$ cat config.mk
export PLATFORM = sky130hd
export DESIGN_NAME = tape_seq
export DESIGN_NICKNAME = d
export VERILOG_FILES = /design/src/rtl/tape_seq_pkg.sv /design/src/rtl/tape_seq_timer.sv /design/src/rtl/tape_seq_unit.sv /design/src/rtl/tape_seq_gate.sv /design/src/rtl/tape_seq.sv
export SDC_FILE = /design/constraint.sdc
export NUM_CORES = 1
export LEC_CHECK = 0
export BUFFER_PORTS_ARGS = -buffer_cell sky130_fd_sc_hd__buf_2
export CELL_PAD_IN_SITES_DETAIL_PLACEMENT = 2
export CELL_PAD_IN_SITES_GLOBAL_PLACEMENT = 2
export CORE_AREA = 2 2 128 254
export DETAILED_ROUTE_END_ITERATION = 12
export DIE_AREA = 0 0 130 256
export PLACE_DENSITY = 0.86
export SYNTH_ARGS = -nofsm -noshare
export SYNTH_HDL_FRONTEND = slang
export SYNTH_SLANG_ARGS = --single-unit
$ cat constraint.sdc
create_clock -name clk -period 6.7 [get_ports clk]
set_clock_uncertainty 0.1 [all_clocks]
set_input_delay 0.335 -clock clk [delete_from_list [all_inputs] [get_ports clk]]
set_output_delay 0.335 -clock clk [all_outputs]
set_load 0.02 [all_outputs]
$ cat src/rtl/tape_seq_pkg.sv
package tape_seq_pkg;

   typedef enum logic [2:0] {
      RSP_OK = 3'd0, RSP_STALL = 3'd1, RSP_NODEV = 3'd2,
      RSP_REFUSE = 3'd3, RSP_ILLEGAL = 3'd4
   } rsp_e;

   typedef enum logic [3:0] {
      OPK_NOP, OPK_READ, OPK_WRITE, OPK_BKREC, OPK_BKFILE,
      OPK_WEOF, OPK_REW, OPK_UNLOAD, OPK_DEN
   } opk_e;

   typedef enum logic [3:0] {
      S_IDLE, S_RD_GO, S_RD_WORD, S_RD_STOP,
      S_WR_GO, S_WR_WORD, S_WR_STOP, S_MOTION, S_QUICK
   } st_e;

   localparam logic [2:0] MS_TMARK  = 3'd1;
   localparam logic [2:0] MS_EOM    = 3'd2;
   localparam logic [2:0] MS_WPROT  = 3'd3;
   localparam logic [2:0] MS_RECERR = 3'd4;
   localparam logic [2:0] MS_BOT    = 3'd5;
   localparam logic [2:0] MS_IOERR  = 3'd6;

   // per command code: needs a loaded unit / writes to tape
   localparam logic [15:0] NEEDS_LOAD = 16'h3F36;
   localparam logic [15:0] WRITES     = 16'h0324;

   typedef struct packed {
      logic eof;
      logic bot;
      logic trace;
      logic abort;
   } sres_t;

   function automatic opk_e op_kind(input logic [3:0] c);
      case (c)
         4'd1, 4'd10: return OPK_READ;
         4'd2, 4'd8:  return OPK_WRITE;
         4'd4, 4'd12: return OPK_BKREC;
         4'd11, 4'd13: return OPK_BKFILE;
         4'd5, 4'd9:  return OPK_WEOF;
         4'd6:        return OPK_REW;
         4'd7:        return OPK_UNLOAD;
         4'd3:        return OPK_DEN;
         default:     return OPK_NOP;
      endcase
   endfunction

   function automatic sres_t map_status(input logic [2:0] s);
      sres_t r;
      r = '0;
      case (s)
         MS_TMARK, MS_EOM: begin r.eof = 1'b1; r.abort = 1'b1; end
         MS_WPROT:         r.abort = 1'b1;
         MS_RECERR:        r.trace = 1'b1;
         MS_BOT:           r.bot = 1'b1;
         MS_IOERR:         begin r.trace = 1'b1; r.abort = 1'b1; end
         default:          r = '0;
      endcase
      return r;
   endfunction

endpackage

$ cat src/rtl/tape_seq_timer.sv
module tape_seq_timer #(
   parameter int TW = 16
) (
   input  logic          clk,
   input  logic          rst_n,
   input  logic          load,
   input  logic [TW-1:0] val,
   output logic          expire,
   output logic          active
);
   logic [TW-1:0] cnt;

   always_ff @(posedge clk) begin
      if (!rst_n)          cnt <= '0;
      else if (load)       cnt <= val;
      else if (cnt != '0)  cnt <= cnt - TW'(1);
   end

   assign expire = (cnt == TW'(1));
   assign active = (cnt != '0);
endmodule

$ cat src/rtl/tape_seq_unit.sv
module tape_seq_unit #(
   parameter int TW        = 16,
   parameter int CYC_START = 29000
) (
   input  logic clk,
   input  logic rst_n,
   input  logic loaded,
   input  logic arm,
   input  logic arm_unload,
   input  logic den_wr,
   input  logic den_val,
   output logic pending,
   output logic den_high,
   output logic rew_done,
   output logic unl_done
);
   logic expire;
   logic kind_unl;
   logic loaded_q;

   tape_seq_timer #(.TW(TW)) u_tmr (
      .clk(clk), .rst_n(rst_n), .load(arm), .val(TW'(CYC_START)),
      .expire(expire), .active(pending)
   );

   always_ff @(posedge clk) begin
      if (!rst_n) begin
         den_high <= 1'b0;
         loaded_q <= 1'b0;
         kind_unl <= 1'b0;
         rew_done <= 1'b0;
         unl_done <= 1'b0;
      end else begin
         loaded_q <= loaded;
         if (loaded && !loaded_q) den_high <= 1'b1;
         else if (den_wr)         den_high <= den_val;
         if (arm) kind_unl <= arm_unload;
         rew_done <= expire && !kind_unl;
         unl_done <= expire && kind_unl;
      end
   end
endmodule

$ cat src/rtl/tape_seq_gate.sv
module tape_seq_gate
   import tape_seq_pkg::*;
#(
   parameter int NUNIT = 10
) (
   input  logic [3:0]       cmd,
   input  logic [3:0]       unit,
   input  logic             busy,
   input  logic [NUNIT-1:0] pending,
   input  logic [NUNIT-1:0] loaded,
   input  logic [NUNIT-1:0] wprot,
   output rsp_e             rsp
);
   logic [15:0] pend_x, load_x, wp_x;
   logic [3:0]  idx;

   always_comb begin
      pend_x = 16'(pending);
      load_x = 16'(loaded);
      wp_x   = 16'(wprot);
      idx    = unit - 4'd1;
      if (cmd == 4'd0)                                 rsp = RSP_ILLEGAL;
      else if (unit == 4'd0 || unit > 4'(NUNIT))       rsp = RSP_NODEV;
      else if (busy || pend_x[idx])                    rsp = RSP_STALL;
      else if (NEEDS_LOAD[cmd] && !load_x[idx])        rsp = RSP_REFUSE;
      else if (WRITES[cmd] && wp_x[idx])               rsp = RSP_REFUSE;
      else                                             rsp = RSP_OK;
   end
endmodule

$ cat src/rtl/tape_seq.sv
module tape_seq
   import tape_seq_pkg::*;
#(
   parameter int NUNIT     = 10,
   parameter int LEN_W     = 8,
   parameter int CYC_WEF   = 25000,
   parameter int CYC_START = 29000,
   parameter int CYC_STOP  = 10000,
   parameter int CYC_WORD  = 50,
   parameter int CYC_SHORT = 100
) (
   input  logic             clk,
   input  logic             rst_n,
   input  logic             sel_valid,
   input  logic [3:0]       sel_cmd,
   input  logic [4:0]       sel_addr,
   input  logic [NUNIT-1:0] unit_loaded,
   input  logic [NUNIT-1:0] unit_wprot,
   input  logic             chan_conn,
   input  logic             chan_word_ok,
   input  logic             chan_eor,
   input  logic [2:0]       med_status,
   input  logic [LEN_W-1:0] med_words,
   output logic             sel_resp_valid,
   output logic [2:0]       sel_resp,
   output logic             ctl_busy,
   output logic [3:0]       act_cmd,
   output logic [3:0]       act_unit,
   output logic             rd_req,
   output logic             rd_eor,
   output logic             wr_req,
   output logic             wr_commit,
   output logic             io_check,
   output logic             flag_eof,
   output logic             flag_bot,
   output logic             flag_trace,
   output logic             chan_disc,
   output logic [NUNIT-1:0] rew_done,
   output logic [NUNIT-1:0] unload_done,
   output logic [NUNIT-1:0] den_high
);
   localparam int MX_A = (CYC_START > CYC_WEF) ? CYC_START : CYC_WEF;
   localparam int MX_B = (CYC_STOP > CYC_SHORT) ? CYC_STOP : CYC_SHORT;
   localparam int MX_C = (MX_B > CYC_WORD) ? MX_B : CYC_WORD;
   localparam int MX   = (MX_A > MX_C) ? MX_A : MX_C;
   localparam int TW   = $clog2(MX + 1);

   if (NUNIT < 1 || NUNIT > 15) begin : g_bad_nunit
      $error("NUNIT must be 1..15");
   end
   if (LEN_W < 1 || CYC_WEF < 1 || CYC_START < 1 || CYC_STOP < 1 ||
       CYC_WORD < 1 || CYC_SHORT < 1) begin : g_bad_delay
      $error("widths and delays must be at least 1");
   end

   st_e   st, st_n;
   opk_e  op;
   rsp_e  rsp;
   sres_t sres;
   logic  cur_hi, got, got_n, accept, tm_load, tm_exp, tm_act;
   logic  arm, den_wr;
   logic  p_rd, p_eor, p_wr, p_commit, p_ioc, p_eof, p_bot, p_trc, p_disc;
   logic [TW-1:0]    tm_val;
   logic [LEN_W-1:0] words, words_n;
   logic [NUNIT-1:0] pending;

   tape_seq_gate #(.NUNIT(NUNIT)) u_gate (
      .cmd(sel_cmd), .unit(sel_addr[3:0]), .busy(ctl_busy), .pending(pending),
      .loaded(unit_loaded), .wprot(unit_wprot), .rsp(rsp)
   );

   tape_seq_timer #(.TW(TW)) u_tmr (
      .clk(clk), .rst_n(rst_n), .load(tm_load), .val(tm_val),
      .expire(tm_exp), .active(tm_act)
   );

   for (genvar i = 0; i < NUNIT; i++) begin : g_unit
      tape_seq_unit #(.TW(TW), .CYC_START(CYC_START)) u_unit (
         .clk(clk), .rst_n(rst_n), .loaded(unit_loaded[i]),
         .arm(arm && act_unit == 4'(i + 1)), .arm_unload(op == OPK_UNLOAD),
         .den_wr(den_wr && act_unit == 4'(i + 1)), .den_val(cur_hi),
         .pending(pending[i]), .den_high(den_high[i]),
         .rew_done(rew_done[i]), .unl_done(unload_done[i])
      );
   end

   assign ctl_busy = (st != S_IDLE);
   assign accept   = sel_valid && (rsp == RSP_OK);
   assign sres     = map_status(med_status);

   always_comb begin
      st_n = st; tm_load = 1'b0; tm_val = '0; words_n = words;
      got_n = got || (st == S_WR_WORD && chan_word_ok);
      {p_rd, p_eor, p_wr, p_commit, p_ioc, p_eof, p_bot, p_trc, p_disc} = '0;
      arm = 1'b0; den_wr = 1'b0;
      unique case (st)
         S_IDLE: if (accept) begin
            tm_load = 1'b1;
            unique case (op_kind(sel_cmd))
               OPK_READ:            begin st_n = S_RD_GO;  tm_val = TW'(CYC_START); end
               OPK_WRITE:           begin st_n = S_WR_GO;  tm_val = TW'(CYC_START); end
               OPK_BKREC, OPK_BKFILE: begin st_n = S_MOTION; tm_val = TW'(CYC_START); end
               OPK_WEOF:            begin st_n = S_MOTION; tm_val = TW'(CYC_WEF); end
               default:             begin st_n = S_QUICK;  tm_val = TW'(CYC_SHORT); end
            endcase
         end
         S_RD_GO: if (tm_exp) begin
            {p_eof, p_bot, p_trc} = {sres.eof, sres.bot, sres.trace};
            if (sres.abort) begin p_disc = 1'b1; st_n = S_IDLE; end
            else if (!chan_conn) st_n = S_IDLE;
            else begin
               words_n = (med_words == '0) ? LEN_W'(1) : med_words;
               st_n = S_RD_WORD; tm_load = 1'b1; tm_val = TW'(CYC_WORD);
            end
         end
         S_RD_WORD: if (tm_exp) begin
            p_rd = 1'b1; tm_load = 1'b1;
            if (words <= LEN_W'(1)) begin
               p_eor = 1'b1; st_n = S_RD_STOP; tm_val = TW'(CYC_STOP);
            end else begin
               words_n = words - LEN_W'(1); tm_val = TW'(CYC_WORD);
            end
         end
         S_RD_STOP, S_WR_STOP: if (tm_exp) begin
            if (chan_conn) begin
               st_n = (st == S_RD_STOP) ? S_RD_GO : S_WR_GO;
               tm_load = 1'b1; tm_val = TW'(CYC_SHORT);
            end else st_n = S_IDLE;
         end
         S_WR_GO: if (tm_exp) begin
            if (!chan_conn) st_n = S_IDLE;
            else begin
               p_wr = 1'b1; got_n = 1'b0; st_n = S_WR_WORD;
               tm_load = 1'b1; tm_val = TW'(CYC_WORD);
            end
         end
         S_WR_WORD: begin
            if (chan_eor || (tm_exp && !chan_conn)) begin
               p_commit = 1'b1; st_n = S_WR_STOP;
               tm_load = 1'b1; tm_val = TW'(CYC_STOP);
            end else if (tm_exp) begin
               p_ioc = !got_n; p_wr = 1'b1; got_n = 1'b0;
               tm_load = 1'b1; tm_val = TW'(CYC_WORD);
            end
         end
         S_MOTION: if (tm_exp) begin
            st_n = S_IDLE; p_disc = 1'b1;
            if (!((op == OPK_BKREC || op == OPK_BKFILE) && med_status == MS_TMARK))
               {p_eof, p_bot, p_trc} = {sres.eof, sres.bot, sres.trace};
         end
         S_QUICK: if (tm_exp) begin
            st_n = S_IDLE; p_disc = 1'b1;
            arm = (op == OPK_REW) || (op == OPK_UNLOAD);
            den_wr = (op == OPK_DEN);
         end
         default: st_n = S_IDLE;
      endcase
   end

   always_ff @(posedge clk) begin
      if (!rst_n) begin
         st <= S_IDLE; op <= OPK_NOP; act_cmd <= '0; act_unit <= '0; cur_hi <= 1'b0;
         words <= '0; got <= 1'b0; sel_resp_valid <= 1'b0; sel_resp <= '0;
         {rd_req, rd_eor, wr_req, wr_commit, io_check} <= '0;
         {flag_eof, flag_bot, flag_trace, chan_disc} <= '0;
      end else begin
         st <= st_n; words <= words_n; got <= got_n;
         sel_resp_valid <= sel_valid;
         sel_resp <= rsp;
         if (accept) begin
            op <= op_kind(sel_cmd); act_cmd <= sel_cmd;
            act_unit <= sel_addr[3:0]; cur_hi <= sel_addr[4];
         end
         {rd_req, rd_eor, wr_req, wr_commit, io_check} <= {p_rd, p_eor, p_wr, p_commit, p_ioc};
         {flag_eof, flag_bot, flag_trace, chan_disc} <= {p_eof, p_bot, p_trc, p_disc};
      end
   end

   logic unused_ok;
   assign unused_ok = tm_act;
endmodule

=== After elaboration in Yosys (flattened, before gate mapping) ===
Memories as Yosys holds them, arrays and structs flattened. A register that Yosys moved wholly into a read port is not among the register bits.
Cells that the tools add are included.

* Word-level logic and storage cells: 449
* Output and inout port bits: 52
* Memories: 4
* Latch bits: 0
* Bits in read-only memories: 160
* Bits of input ports: 46
* Bits in writable memories: 0
* Flip-flop bits (word level): 250

{| class="wikitable"
|+ Memories
! name !! words !! bits a word !! rd ports !! clocked after Yosys merged registers in !! wr ports !! RTL line !! text
|-
| (name not given) || 16 || 4 || 1 || 1 || 0 || tape_seq_pkg.sv:37 || <nowiki>case (c)</nowiki>
|-
| (name not given) || 16 || 4 || 1 || 0 || 0 || tape_seq_pkg.sv:37 ||
|-
| (name not given) || 16 || 1 || 1 || 0 || 0 || tape_seq_gate.sv:26 || <nowiki>else if (WRITES[cmd] && wp_x[idx]) rsp = RSP_REFUSE;</nowiki>
|-
| (name not given) || 16 || 1 || 1 || 0 || 0 || tape_seq_gate.sv:25 || <nowiki>else if (NEEDS_LOAD[cmd] && !load_x[idx]) rsp = RSP_REFUSE;</nowiki>
|}

* Reductions and logical operators: 149
* Add/subtract/negate cells: 13
* Div/mod/pow operators: 0
* Eq/ne operators: 56
* Muxes and demuxes: 132
* Magnitude comparators: 4
* Bitwise gates (word level): 3
* Shift operators: 0
* Multiply operators: 0

{| class="wikitable"
|+ Operators with widths
! kind !! count
|-
| $mux W15 || 24
|-
| $eq A15 B1 Y1 const B || 11
|-
| $reduce_bool A15 Y1 || 11
|-
| $sub A15 B1 Y15 const B || 11
|-
| $pmux W15 S6 || 1
|-
| $mux W1 || 58
|-
| $logic_and A1 B1 Y1 || 56
|-
| $eq A4 B3 Y1 const B || 13
|-
| $mux W8 || 6
|-
| $reduce_bool A2 Y1 || 22
|-
| $mux W14 || 3
|-
| $mux W4 || 10
|-
| $pmux W15 S2 || 1
|-
| $eq A4 B2 Y1 const B || 7
|-
| $pmux W4 S7 || 1
|-
| $reduce_or A2 Y1 || 14
|-
| $logic_not A1 Y1 || 24
|-
| $mux W6 || 4
|-
| $mux W3 || 7
|-
| $eq A4 B4 Y1 const B || 5
|-
| $ne A2 B2 Y1 const B || 9
|-
| $pmux W8 S2 || 1
|-
| $mux W7 || 2
|-
| $bmux W1 S4 || 3
|-
| 26 further kinds || 53
|}

=== Longest topological paths before layout ===
Gate-level depths: netlist (run 1).

* Depth after elaboration: 19
* Mapped depth: 13
* Gate-level depth less buffers: 10

=== By module ===
A second synthesis (run 1) with hierarchy kept.

* Cell total of the unflattened synthesis: 1760
* Area, all modules: 14667.8 µm²

{| class="wikitable"
|+ Modules (own cells, without submodules)
! module !! cells an instance !! area an instance (µm²) !! sequential area each (µm²) !! instances
|-
| tape_seq_timer at g_unit[0].u_unit.u_tmr ... || 106 || 874.6 || 300.3 || 6
|-
| tape_seq_timer at g_unit[7].u_unit.u_tmr ... || 116 || 943.4 || 300.3 || 4
|-
| tape_seq || 325 || 2486.1 || 780.7 || 1
|-
| tape_seq_unit || 16 || 167.7 || 100.1 || 10
|-
| tape_seq_timer at g_unit[6].u_unit.u_tmr || 116 || 924.6 || 300.3 || 1
|-
| tape_seq_gate || 59 || 559.3 || 0.0 || 1
|}

=== Worst setup path before layout (run 1) ===
No wires, ideal clock.

* Path type: in2reg
* From: input port sel_addr[0]
* To: register u_tmr.cnt[2]
* Path slack: 3509 ps
* Setup time: 147 ps
* Data arrival time: 2944 ps
* Data required time: 6453 ps
* Cell stages on the path: 11
* Buffers on the path: 3
* Path through: clkbuf_1 > inv_2 > ha_1 > clkbuf_1 > mux4_2 > a221o_1 > o2bb2ai_1 > nor4b_4 > buf_6 > o31ai_1 > a31oi_1

* Word-level cells in the longest chain between the ends: 14
* Elaborated cells on any way between the ends: 27
* Those cells by class: add/sub (1); order compare (1); mux (16); reduce/logical (9)

{| class="wikitable"
|+ RTL lines
! item !! RTL line !! text
|-
| from (decl) || tape_seq.sv:16 || <nowiki>input logic [4:0] sel_addr,</nowiki>
|-
| $sub A4 B1 Y4 || tape_seq_gate.sv:21 || <nowiki>idx = unit - 4'd1;</nowiki>
|-
| $bmux W1 S4 (on tied branches) || tape_seq_gate.sv:26, tape_seq_gate.sv:25 ||
|-
| $mux W1 (on tied branches) || tape_seq_gate.sv:26, tape_seq_gate.sv:25 ||
|-
| $logic_and A1 B1 Y1 / $logic_not A1 Y1 (equally long branches) || tape_seq_gate.sv:26, tape_seq_gate.sv:25 ||
|-
| $mux W2 / $logic_and A1 B1 Y1 (equally long branches) || tape_seq_gate.sv:26, tape_seq_gate.sv:25 ||
|-
| $mux W3 || tape_seq_gate.sv:25 ||
|-
| $mux W3 || tape_seq_gate.sv:24 || <nowiki>else if (busy || pend_x[idx]) rsp = RSP_STALL;</nowiki>
|-
| $mux W3 (*) || tape_seq_gate.sv:23 || <nowiki>else if (unit == 4'd0 || unit > 4'(NUNIT)) rsp = RSP_NODEV;</nowiki>
|-
| $mux W3 (*) || tape_seq_gate.sv:22 || <nowiki>if (cmd == 4'd0) rsp = RSP_ILLEGAL;</nowiki>
|-
| $logic_not A3 Y1 (*) || tape_seq.sv:88 || <nowiki>assign accept = sel_valid && (rsp == RSP_OK);</nowiki>
|-
| $logic_and A1 B1 Y1 (*) || tape_seq.sv:88 ||
|-
| $mux W15 / $mux W1 (equally long branches) || tape_seq.sv:97 || <nowiki>S_IDLE: if (accept) begin</nowiki>
|-
| $pmux W15 S6 / $pmux W1 S5 (equally long branches) || tape_seq.sv:96 || <nowiki>unique case (st)</nowiki>
|-
| $mux W15 / $reduce_bool A2 Y1 (equally long branches) || -- ||
|-
| to (signal assigned) || tape_seq_timer.sv:15 || <nowiki>else if (load) cnt <= val;</nowiki>
|-
| to (signal assigned) || tape_seq_timer.sv:16 || <nowiki>else if (cnt != '0) cnt <= cnt - TW'(1);</nowiki>
|-
| to (decl) || tape_seq_timer.sv:11 || <nowiki>logic [TW-1:0] cnt;</nowiki>
|}

Every way passes the cells marked *; elsewhere a longest branch is shown, timed or not. The select of a mux whose other input is x is not followed.
A chain may end at the register's enable or synchronous reset.

=== Final worst setup path (run 1) ===
* From: register u_tmr.cnt[4]
* To: register g_unit[2].u_unit.u_tmr.cnt[11]

* Word-level cells in the longest chain between the ends: 5

{| class="wikitable"
|+ RTL lines
! item !! RTL line !! text
|-
| $eq A15 B1 Y1 || tape_seq_timer.sv:19 || <nowiki>assign expire = (cnt == TW'(1));</nowiki>
|-
| $mux W1 || tape_seq.sv:151 || <nowiki>S_QUICK: if (tm_exp) begin</nowiki>
|-
| $mux W1 || tape_seq.sv:96 ||
|-
| $logic_and A1 B1 Y1 || tape_seq.sv:80 || <nowiki>.arm(arm && act_unit == 4'(i + 1)), .arm_unload(op == OPK_UNLOAD),</nowiki>
|-
| $reduce_or A2 Y1 (no line) || -- ||
|-
| to (signal assigned) || tape_seq_timer.sv:15 ||
|-
| to (signal assigned) || tape_seq_timer.sv:16 ||
|-
| to (decl) || tape_seq_timer.sv:11 ||
|}

No other way between the ends.

==> results of run 1 <==
-- where the power goes --
group	switching, W	internal, W	total [W]
Combinational	0.00178	0.00126	0.00304
Clock	0.000635	0.000863	0.00150
Sequential	0.000459	0.00194	0.00240
Total	0.00288	0.00406	0.00694
-- worst paths after layout --
check | end | slack [ns] | depth (start not counted)
setup / recovery | g_unit[2].u_unit.u_tmr.cnt[11]$_SDFFE_PP0P_ | 2.45 | 8
hold / removal | wr_commit$_SDFF_PN0_ | 0.02 | 3
setup reg to reg | g_unit[2].u_unit.u_tmr.cnt[11]$_SDFFE_PP0P_ | 2.45 | 8
hold reg to reg | g_unit[3].u_unit.rew_done$_SDFF_PN0_ | 0.34 | 1
-- Yosys cell counts, types with 19 or more instances --
cell type / n / area share
nand2_1: 95 / 0.029
buf_4: 31 / 0.019
nor3_1: 59 / 0.024
nor4_1: 47 / 0.024
nor2_1: 237 / 0.072
nand3_1: 26 / 0.011
xnor2_1: 106 / 0.075
dfxtp_1: 254 / 0.41
and2_1: 19 / 0.0096
ha_1: 40 / 0.041
nand2b_1: 27 / 0.014
mux2i_1: 37 / 0.030
clkbuf_1: 41 / 0.012
xor2_1: 37 / 0.026
a21oi_1: 106 / 0.043
inv_1: 47 / 0.014
or4_1: 22 / 0.013
-- logic make-up after synthesis --
family                     after synthesis  synth area share
xor gates and xnor gates               143             0.101
adders and majority gates               40            0.0405
AOI/OAI and AO/OA                      200             0.100
muxes                                   44            0.0409
DFF                                    254             0.412
buffers and inverters                  127            0.0501
and+or+nand+nor                        631             0.255
-- critical path, cell delays in order (launching register included) --
cell and delay (ns):
dfxtp_1 0.35, or4_1 0.60, or3_1 0.40, nand3b_1 0.53, or4_1 0.67, nor3_1 0.41, nand3_1 0.45, nand2_1 0.48
nor2_1 0.10
-- state kept, by name, indices dropped and copies added, names as in the netlist, 3 cells and up --
register	cells
words	8
act_unit	4
g_unit.u_unit.loaded_q	10
g_unit.u_unit.u_tmr.cnt	150
g_unit.u_unit.unl_done	10
sel_resp	3
g_unit.u_unit.den_high	10
st	4
act_cmd	4
g_unit.u_unit.kind_unl	10
u_tmr.cnt	15
op	4
g_unit.u_unit.rew_done	10
-- metrics by stage --
step	hold slack, ns	setup slack [ns]	area [sq um]	instances	util
finish	0.0233	2.45	14000	1953	0.446
global route	0.0391	2.17	14000	1952	0.446
CTS	0.0155	2.50	14000	1949	0.446
detailed placement	0.338	2.57	13000	1889	0.413
global placement	0.318	2.67	13000	1889	0.413
floorplan	0.305	3.51	12300	1439	-
-- per-layer routing --
| metal | track usage | up-vias | part of all wire |
|---|---|---|---|
| li1 | - | 5080 | - |
| met1 | 0.257 | 5548 | 0.35 |
| met2 | 0.519 | 255 | 0.57 |
| met3 | 0.0297 | 134 | 0.030 |
| met4 | 0.134 | 0 | 0.055 |
| met5 | 0 | - | 0 |
-- timing repair --
item / 4_1_cts / 5_1_grt
gates resized for setup: 0 / 0
hold buffers: 17 / 0
endpoints found under the hold margin: 22 / 0
-- final cells by class --
cell class | instances | area (sq um)
multi-input combinational | 1058 | 6650
inverter | 49 | 185
clock inverter | 8 | 115
timing repair buffer | 122 | 716
sequential | 254 | 5080
tap | 423 | 529
clock buffer | 35 | 723
antenna | 4 | 10.0
fill | 3475 | 17400
==> impl_metrics.toml, run 1 <==
[outcome]
status = "finished clean"

[worst_setup_path]
timing_worst_setup_path_type = "reg2reg"
worstPathArrival_ns = 4.56
cp-startpoint = "u_tmr.cnt[4]$_SDFFE_PN0P_"
cp_max_fo = 13
worst_setup_path_end_kind = "register"
cp_data_required_time_ns = 7.01
r2r_start = "u_tmr.cnt[4]$_SDFFE_PN0P_"
cp-start-kind = "register"

[sta]
tns_ns = 0
rsz0062_at_grt = "no"
finalHoldViolations = 0
max_freq_ghz = 0.235
setup_viol = 0
period_share = 0.634
min_period_ns = 4.25
slew_violations = 0
max_slew.worst_pin.slew_ns = 0.882
max_slew_margin = 0.406

[logic_synthesis]
syn_avg_cell_area_sq_um = 8.58
synth_fp_nets = 1525
synth_area_sq_mm = 0.0123
synthFlopType = "dfxtp_1"
synth_cells = 1439
ys_async_sr_fraction = 0
synth_edf_count = 0
ys_seq_area_frac = 0.412
yosysWarnings = 0
ys_types = 69
ys_ff_latch = 254

[floorplan]
std_cell_rows = 92
boundaryPins = 98
core_sq_mm = 0.0314
die_area_sq_mm = 0.0333
fp.dieH_um = 256
start_util = 0.393
dieWidth_um = 130

[global_route]
grt_use_total = 0.263
antenna_found_initial = 1
grt_first_pass_wirelength_um = 68900
grt_pass1_vias = 12500
grt_max_degree = 50
overflow = 0

[hold_path]
hold_path_class = "in2reg"
hold_path_startpoint = "chan_eor"

[clocking]
clock_latency_ns = 0.55
numCtsBuffers = 25
clk_pin_slew_worst_paths_ns = 0.06
htreeDepth = 1
numClockSinks = 254
cts_buffer_depth = 3
root_buffer = "clkbuf_16"
cts_setup_buffers = 0
cts_tree = "done"

[place]
dpl.hpwl_um = 29600
place_congestion = 0.818
io_buffers = 97

[detailed_routing]
drt_first_pass_iters = 4
drc = 0
routed_wl_um = 43600
wire_per_inst_um = 22.3
antenna_left = 0
drtIter0Drc = 424
num_vias = 11000
viasPerCell = 5.64

[finish]
final_nets = 1596
area_growth_pct = 13.5
drive_gt1_frac = 0.112
mostFrequentLayoutCells = "dfxtp_1, nor2_1, xnor2_1, a21oi_1, buf_2"
final_common_cell = "dfxtp_1"

[pwr]
ir_worst_vdd_uv = 210
p_per_area_mw_per_mm2 = 495
power.total_w = 0.00694
p_leak_nw = 5.57

[job]
cap_violations = 0
Power figures use the tool's default switching activity.
==> run 2: changes to the inputs <==
--- a/config.mk
+++ b/config.mk
@@ -8,10 +8,10 @@
 export BUFFER_PORTS_ARGS = -buffer_cell sky130_fd_sc_hd__buf_2
 export CELL_PAD_IN_SITES_DETAIL_PLACEMENT = 2
 export CELL_PAD_IN_SITES_GLOBAL_PLACEMENT = 2
-export CORE_AREA = 2 2 128 254
+export CORE_AREA = 2 2 133 264
 export DETAILED_ROUTE_END_ITERATION = 12
-export DIE_AREA = 0 0 130 256
-export PLACE_DENSITY = 0.86
+export DIE_AREA = 0 0 135 266
+export PLACE_DENSITY = 0.81
 export SYNTH_ARGS = -nofsm -noshare
 export SYNTH_HDL_FRONTEND = slang
 export SYNTH_SLANG_ARGS = --single-unit
==> constraint.sdc (replaced) <==
create_clock -name clk -period 4 [get_ports clk]
set_clock_uncertainty 0.1 [all_clocks]
set_input_delay 0.2 -clock clk [delete_from_list [all_inputs] [get_ports clk]]
set_output_delay 0.2 -clock clk [all_outputs]
set_load 0.02 [all_outputs]
==> impl_metrics.toml, run 2 (synthesis gave the netlist of run 1 again) <==
[outcome]
status = "finished clean"

[hold_path]
hold_path_class = "in2reg"

[detailed_routing]
drtIter0Drc = 347
routed_wl_um = 43400
drc = 0
drt_first_pass_iters = 4
wire_per_inst_um = 21.7
viasPerCell = 5.52
num_vias = 11100
antenna_left = 0

[finish]
mostFrequentLayoutCells = "dfxtp_1, nor2_1, xnor2_1, a21oi_1, buf_2"
final_common_cell = "dfxtp_1"
final_nets = 1628
post-route-util = 0.420
reg_top3 = "g_unit.u_unit.u_tmr.cnt: 150 flops, u_tmr.cnt: 15 flops"
drive_gt1_frac = 0.118
largest_register = "g_unit.u_unit.u_tmr.cnt"
largest_reg_flops = 150
fillers = 3749
area_growth_pct = 16.1

[sta]
rsz0062_at_grt = "no"
max_freq_ghz = 0.272
slew_violations = 0
period_share = 0.920
fin_ws_ns = 0.319
min_period_ns = 3.68
max_slew.worst_pin.slew_ns = 0.883
hold_slack_ns = 0.0321
max_slew_margin = 0.406
tns_ns = 0
finalHoldViolations = 0
setup_viol = 0

[pwr]
p_per_area_mw_per_mm2 = 810
ir_worst_vdd_uv = 334
p_leak_nw = 5.71
power.total_w = 0.0116

[clocking]
clk_pin_slew_worst_paths_ns = 0.07
clock_latency_ns = 0.56
cts_buffer_depth = 3
root_buffer = "clkbuf_16"
numCtsBuffers = 26
numClockSinks = 254
htreeDepth = 1
cts_tree = "done"

[worst_setup_path]
worst_setup_path_end_kind = "register"
cp-start-kind = "input port"
worstPathArrival_ns = 3.98
timing_worst_setup_path_type = "in2reg"
cp_max_fo = 38
cp_data_required_time_ns = 4.30

[global_route]
grt_use_total = 0.244
antenna_found_initial = 4
grt_pass1_vias = 12500
grt_first_pass_wirelength_um = 69000
overflow = 0
grt_max_degree = 61

[floorplan]
fp.dieH_um = 266
std_cell_rows = 96
start_util = 0.362
core_sq_mm = 0.0341
boundaryPins = 98
dieWidth_um = 135
die_area_sq_mm = 0.0359

[place]
io_buffers = 97
preCtsSetupSlack_ns = 0.246
dpl.hpwl_um = 29600
place_congestion = 0.834

[job]
cap_violations = 0
## run 2: cell types whose count changed in the layout (fill, tap and decap cells not counted), moves of 2 or more
cell / previous run / this run
clkinv_2: 6 / 3
clkbuf_8: 6 / 4
clkbuf_16: 25 / 27
buf_4: 8 / 20
dlygate4sd3_1: 17 / 35
## run 2: layer usage
metal | wire length, um | track usage
met1 | 14700 | 0.228
met2 | 24900 | 0.491
met3 | 1130 | 0.0293
met4 | 2650 | 0.139
met5 | 0 | 0
## run 2: what timing repair did
item | CTS | global route
setup buffers | 0 | 0
endpoints found under the hold margin | 43 | 0
hold buffers | 35 | 0
gates resized for setup | 0 | 1
endpoints found under the setup margin | 0 | 21
## run 2: area by class of cell
type | instances | area, sq um | share of cell area
diodes | 4 | 10.0 | 0.000698
clock buffers | 36 | 749 | 0.0523
clock inverters | 7 | 93.8 | 0.00655
inverters | 49 | 186 | 0.0130
multi-input cells | 1058 | 6650 | 0.464
flip-flops and latches | 254 | 5080 | 0.355
well taps | 441 | 552 | 0.0385
repair buffers | 153 | 1010 | 0.0702
## run 2: per-stage QoR
| step | std cells | instance area (sq um) |
|---|---|---|
| after floorplan | 1439 | 12300 |
| final | 2002 | 14300 |
| after global placement | 1920 | 13100 |
| after detailed placement | 1920 | 13100 |
| after global routing | 2002 | 14300 |
| after CTS | 1998 | 14300 |
## run 2: path summary, 6_finish.rpt
kind / startpoint / endpoint / slack (ns) / depth (start not counted)
min reg2reg: g_unit[3].u_unit.kind_unl$_SDFFE_PN0P_ / g_unit[3].u_unit.rew_done$_SDFF_PN0_ / 0.35 / 1
min: chan_conn / wr_commit$_SDFF_PN0_ / 0.03 / 4
max reg2reg: u_tmr.cnt[4]$_SDFFE_PN0P_ / g_unit[4].u_unit.u_tmr.cnt[10]$_SDFFE_PP0P_ / 0.32 / 8
max: sel_addr[1] / u_tmr.cnt[10]$_SDFFE_PN0P_ / 0.32 / 11
## run 2: critical path, cell delays in order
cell	delay, ns
dlygate4sd3_1	0.56
buf_2	0.20
inv_1	0.11
ha_1	0.60
mux4_2	0.46
a221o_1	0.37
o2bb2ai_1	0.36
nor4b_4	0.11
buf_12	0.21
o31ai_1	0.66
a21oi_1	0.13
## run 2: report_power, final
| part | switching [W] | total, W | internal (W) |
|---|---|---|---|
| Sequential | 0.000740 | 0.00399 | 0.00325 |
| Combinational | 0.00296 | 0.00512 | 0.00216 |
| Clock | 0.00107 | 0.00250 | 0.00143 |
| Total | 0.00477 | 0.0116 | 0.00684 |
==> run 3: changes to the inputs <==
--- a/config.mk
+++ b/config.mk
@@ -11,6 +11,7 @@
 export CORE_AREA = 2 2 133 264
 export DETAILED_ROUTE_END_ITERATION = 12
 export DIE_AREA = 0 0 135 266
+export MAX_ROUTING_LAYER = met4
 export PLACE_DENSITY = 0.81
 export SYNTH_ARGS = -nofsm -noshare
 export SYNTH_HDL_FRONTEND = slang
==> impl_metrics.toml, run 3 (synthesis gave the netlist of run 1 again) <==
[worst_setup_path]
critPathBufInv = 4
r2r_end = "u_tmr.cnt[10]$_SDFFE_PN0P_"
endpoint = "u_tmr.cnt[10]$_SDFFE_PN0P_"
worst-r2r-cell-count = 11
cp-start-kind = "input port"
cp_data_required_time_ns = 4.31
worst_setup_path_end_kind = "register"
cp-startpoint = "sel_addr[1]"
cp_max_fo = 38
critPathSlowestCell = "o31ai_1"
path_depth = 11
max_stage_delay_ns = 0.67
worstPathArrival_ns = 3.95
cp_cell_sequence = "dlygate4sd3_1 -> buf_2 -> inv_1 -> ha_1 -> mux4_2 -> a221o_1 -> o2bb2ai_1 -> nor4b_4 -> buf_12 -> o31ai_1 -> a21oi_1"
path_delay_family = "compound AO/OA/AOI/OAI gates"
r2r_start = "g_unit[6].u_unit.u_tmr.cnt[0]$_SDFFE_PP0P_"
reg2reg_slack_ns = 0.38
timing_worst_setup_path_type = "in2reg"

[detailed_routing]
wire_per_inst_um = 21.6
routed_wl_um = 43200
antenna_left = 0
drt_first_pass_iters = 4
viasPerCell = 5.51
drc = 0
drtIter0Drc = 379
num_vias = 11000

[finish]
layout.cells.non_filler = 2001
fillers = 3753
final_cell_area_sq_mm = 0.0143
final_common_cell = "dfxtp_1"
area_growth_pct = 16.1
reg_top3 = "g_unit.u_unit.u_tmr.cnt: 150 flops, u_tmr.cnt: 15 flops"
drive_gt1_frac = 0.118
largest_reg_flops = 150
mostFrequentLayoutCells = "dfxtp_1, nor2_1, xnor2_1, a21oi_1, buf_2"
largest_register = "g_unit.u_unit.u_tmr.cnt"
final_nets = 1628

[sta]
max_freq_ghz = 0.274
finalHoldViolations = 0
hold_slack_ns = 0.0242
period_share = 0.912
max_slew.worst_pin.slew_ns = 0.880
tns_ns = 0
max_slew_margin = 0.408
slew_violations = 0
rsz0062_at_grt = "no"
min_period_ns = 3.65
setup_viol = 0

[floorplan]
std_cell_rows = 96
dieWidth_um = 135
boundaryPins = 98
start_util = 0.362
core_sq_mm = 0.0341
die_area_sq_mm = 0.0359
fp.dieH_um = 266

[pwr]
p_leak_nw = 5.71
power_frac_seq = 0.344
switching_power_w = 0.00476
p_per_area_mw_per_mm2 = 809
swShare = 0.410
p_clk_frac = 0.216
p_int_w = 0.00684
ir_worst_vdd_uv = 333
p_comb_frac = 0.440

[global_route]
use_met2 = 0.492
overflow = 0
grt_max_degree = 61
grt_util_met1 = 0.230
grt_pass1_vias = 12500
grt-busiest-layer = "met2"
met3_usage = 0.0283
grt_use_total = 0.251
grt_first_pass_wirelength_um = 69000
antenna_found_initial = 3

[clocking]
numClockSinks = 254
cts_tree = "done"
htreeDepth = 1
numCtsBuffers = 26
clock_latency_ns = 0.57
root_buffer = "clkbuf_16"
cts_buffer_depth = 3
clk_pin_slew_worst_paths_ns = 0.07

[place]
placed_area_sq_mm = 0.0131
place_congestion = 0.847
dpl.hpwl_um = 29600
io_buffers = 97
place_inst = 1920

[job]
cap_violations = 0

[hold_path]
hold_path_class = "in2reg"

[outcome]
status = "finished clean"
[run 3: cell type report]
class	count	area, sq um	area share
Tap cell	441	552	0.0385
Sequential cell	254	5080	0.355
Timing Repair Buffer	153	1010	0.0702
Multi-Input combinational cell	1058	6650	0.464
Clock inverter	7	93.8	0.00655
Antenna cell	3	7.51	0.000524
Clock buffer	36	749	0.0523
Inverter	49	186	0.0130
[run 3: metrics by stage]
step           utilization  power (W)  setup slack [ns]
6_report             0.420     0.0116             0.351
5_1_grt              0.420     0.0124             0.193
4_1_cts              0.420     0.0116             0.161
3_5_place_dp         0.385    0.00895             0.246
3_3_place_gp         0.385    0.00864             0.340
2_1_floorplan            -    0.00760             0.835
[run 3: routing by layer]
metal	wire length, um	up-vias	share of wire
met5	0	-	0
li1	-	5137	-
met2	25000	209	0.58
met4	2520	0	0.058
met1	14700	5537	0.34
met3	1060	137	0.025
[run 3: worst min-delay path by stage]
stage / startpoint / endpoint / slack, ns / cells after the start
floorplan: med_status[0] / flag_trace$_SDFF_PN0_ / 0.17 / 1
global placement: med_status[1] / flag_bot$_SDFF_PN0_ / 0.30 / 2
detailed placement: med_status[1] / flag_bot$_SDFF_PN0_ / 0.31 / 2
CTS: chan_conn / wr_commit$_SDFF_PN0_ / 0.01 / 4
global route: chan_conn / u_tmr.cnt[2]$_SDFFE_PN0P_ / 0.04 / 4
finish: chan_conn / wr_commit$_SDFF_PN0_ / 0.02 / 4
[run 3: power by group through the flow]
stage	Combinational [W]	Clock [W]	Sequential, W
after floorplan	0.00379	0	0.00380
after global placement	0.00470	0	0.00394
after detailed placement	0.00494	0	0.00401
after CTS	0.00509	0.00255	0.00397
after global routing	0.00571	0.00265	0.00409
final	0.00510	0.00251	0.00399
[run 3: what timing repair did]
| action | 4_1_cts | 5_1_grt |
|---|---|---|
| hold endpoints to repair | 43 | 0 |
| hold buffers | 35 | 0 |
| gates resized for setup | 0 | 1 |
| setup buffers | 0 | 0 |
| setup endpoints to repair | 0 | 24 |
[run 3: worst reg2reg max path, cell delays in order (launching register included)]
cell and delay (ns):
dfxtp_1 0.34, inv_1 0.10, ha_1 0.16, or4b_2 0.62
o41ai_2 0.28, a211oi_1 0.13, or4_1 0.54, a211oi_2 0.26
nor4b_4 0.30, buf_12 0.26, o31ai_1 0.24, a21oi_1 0.22
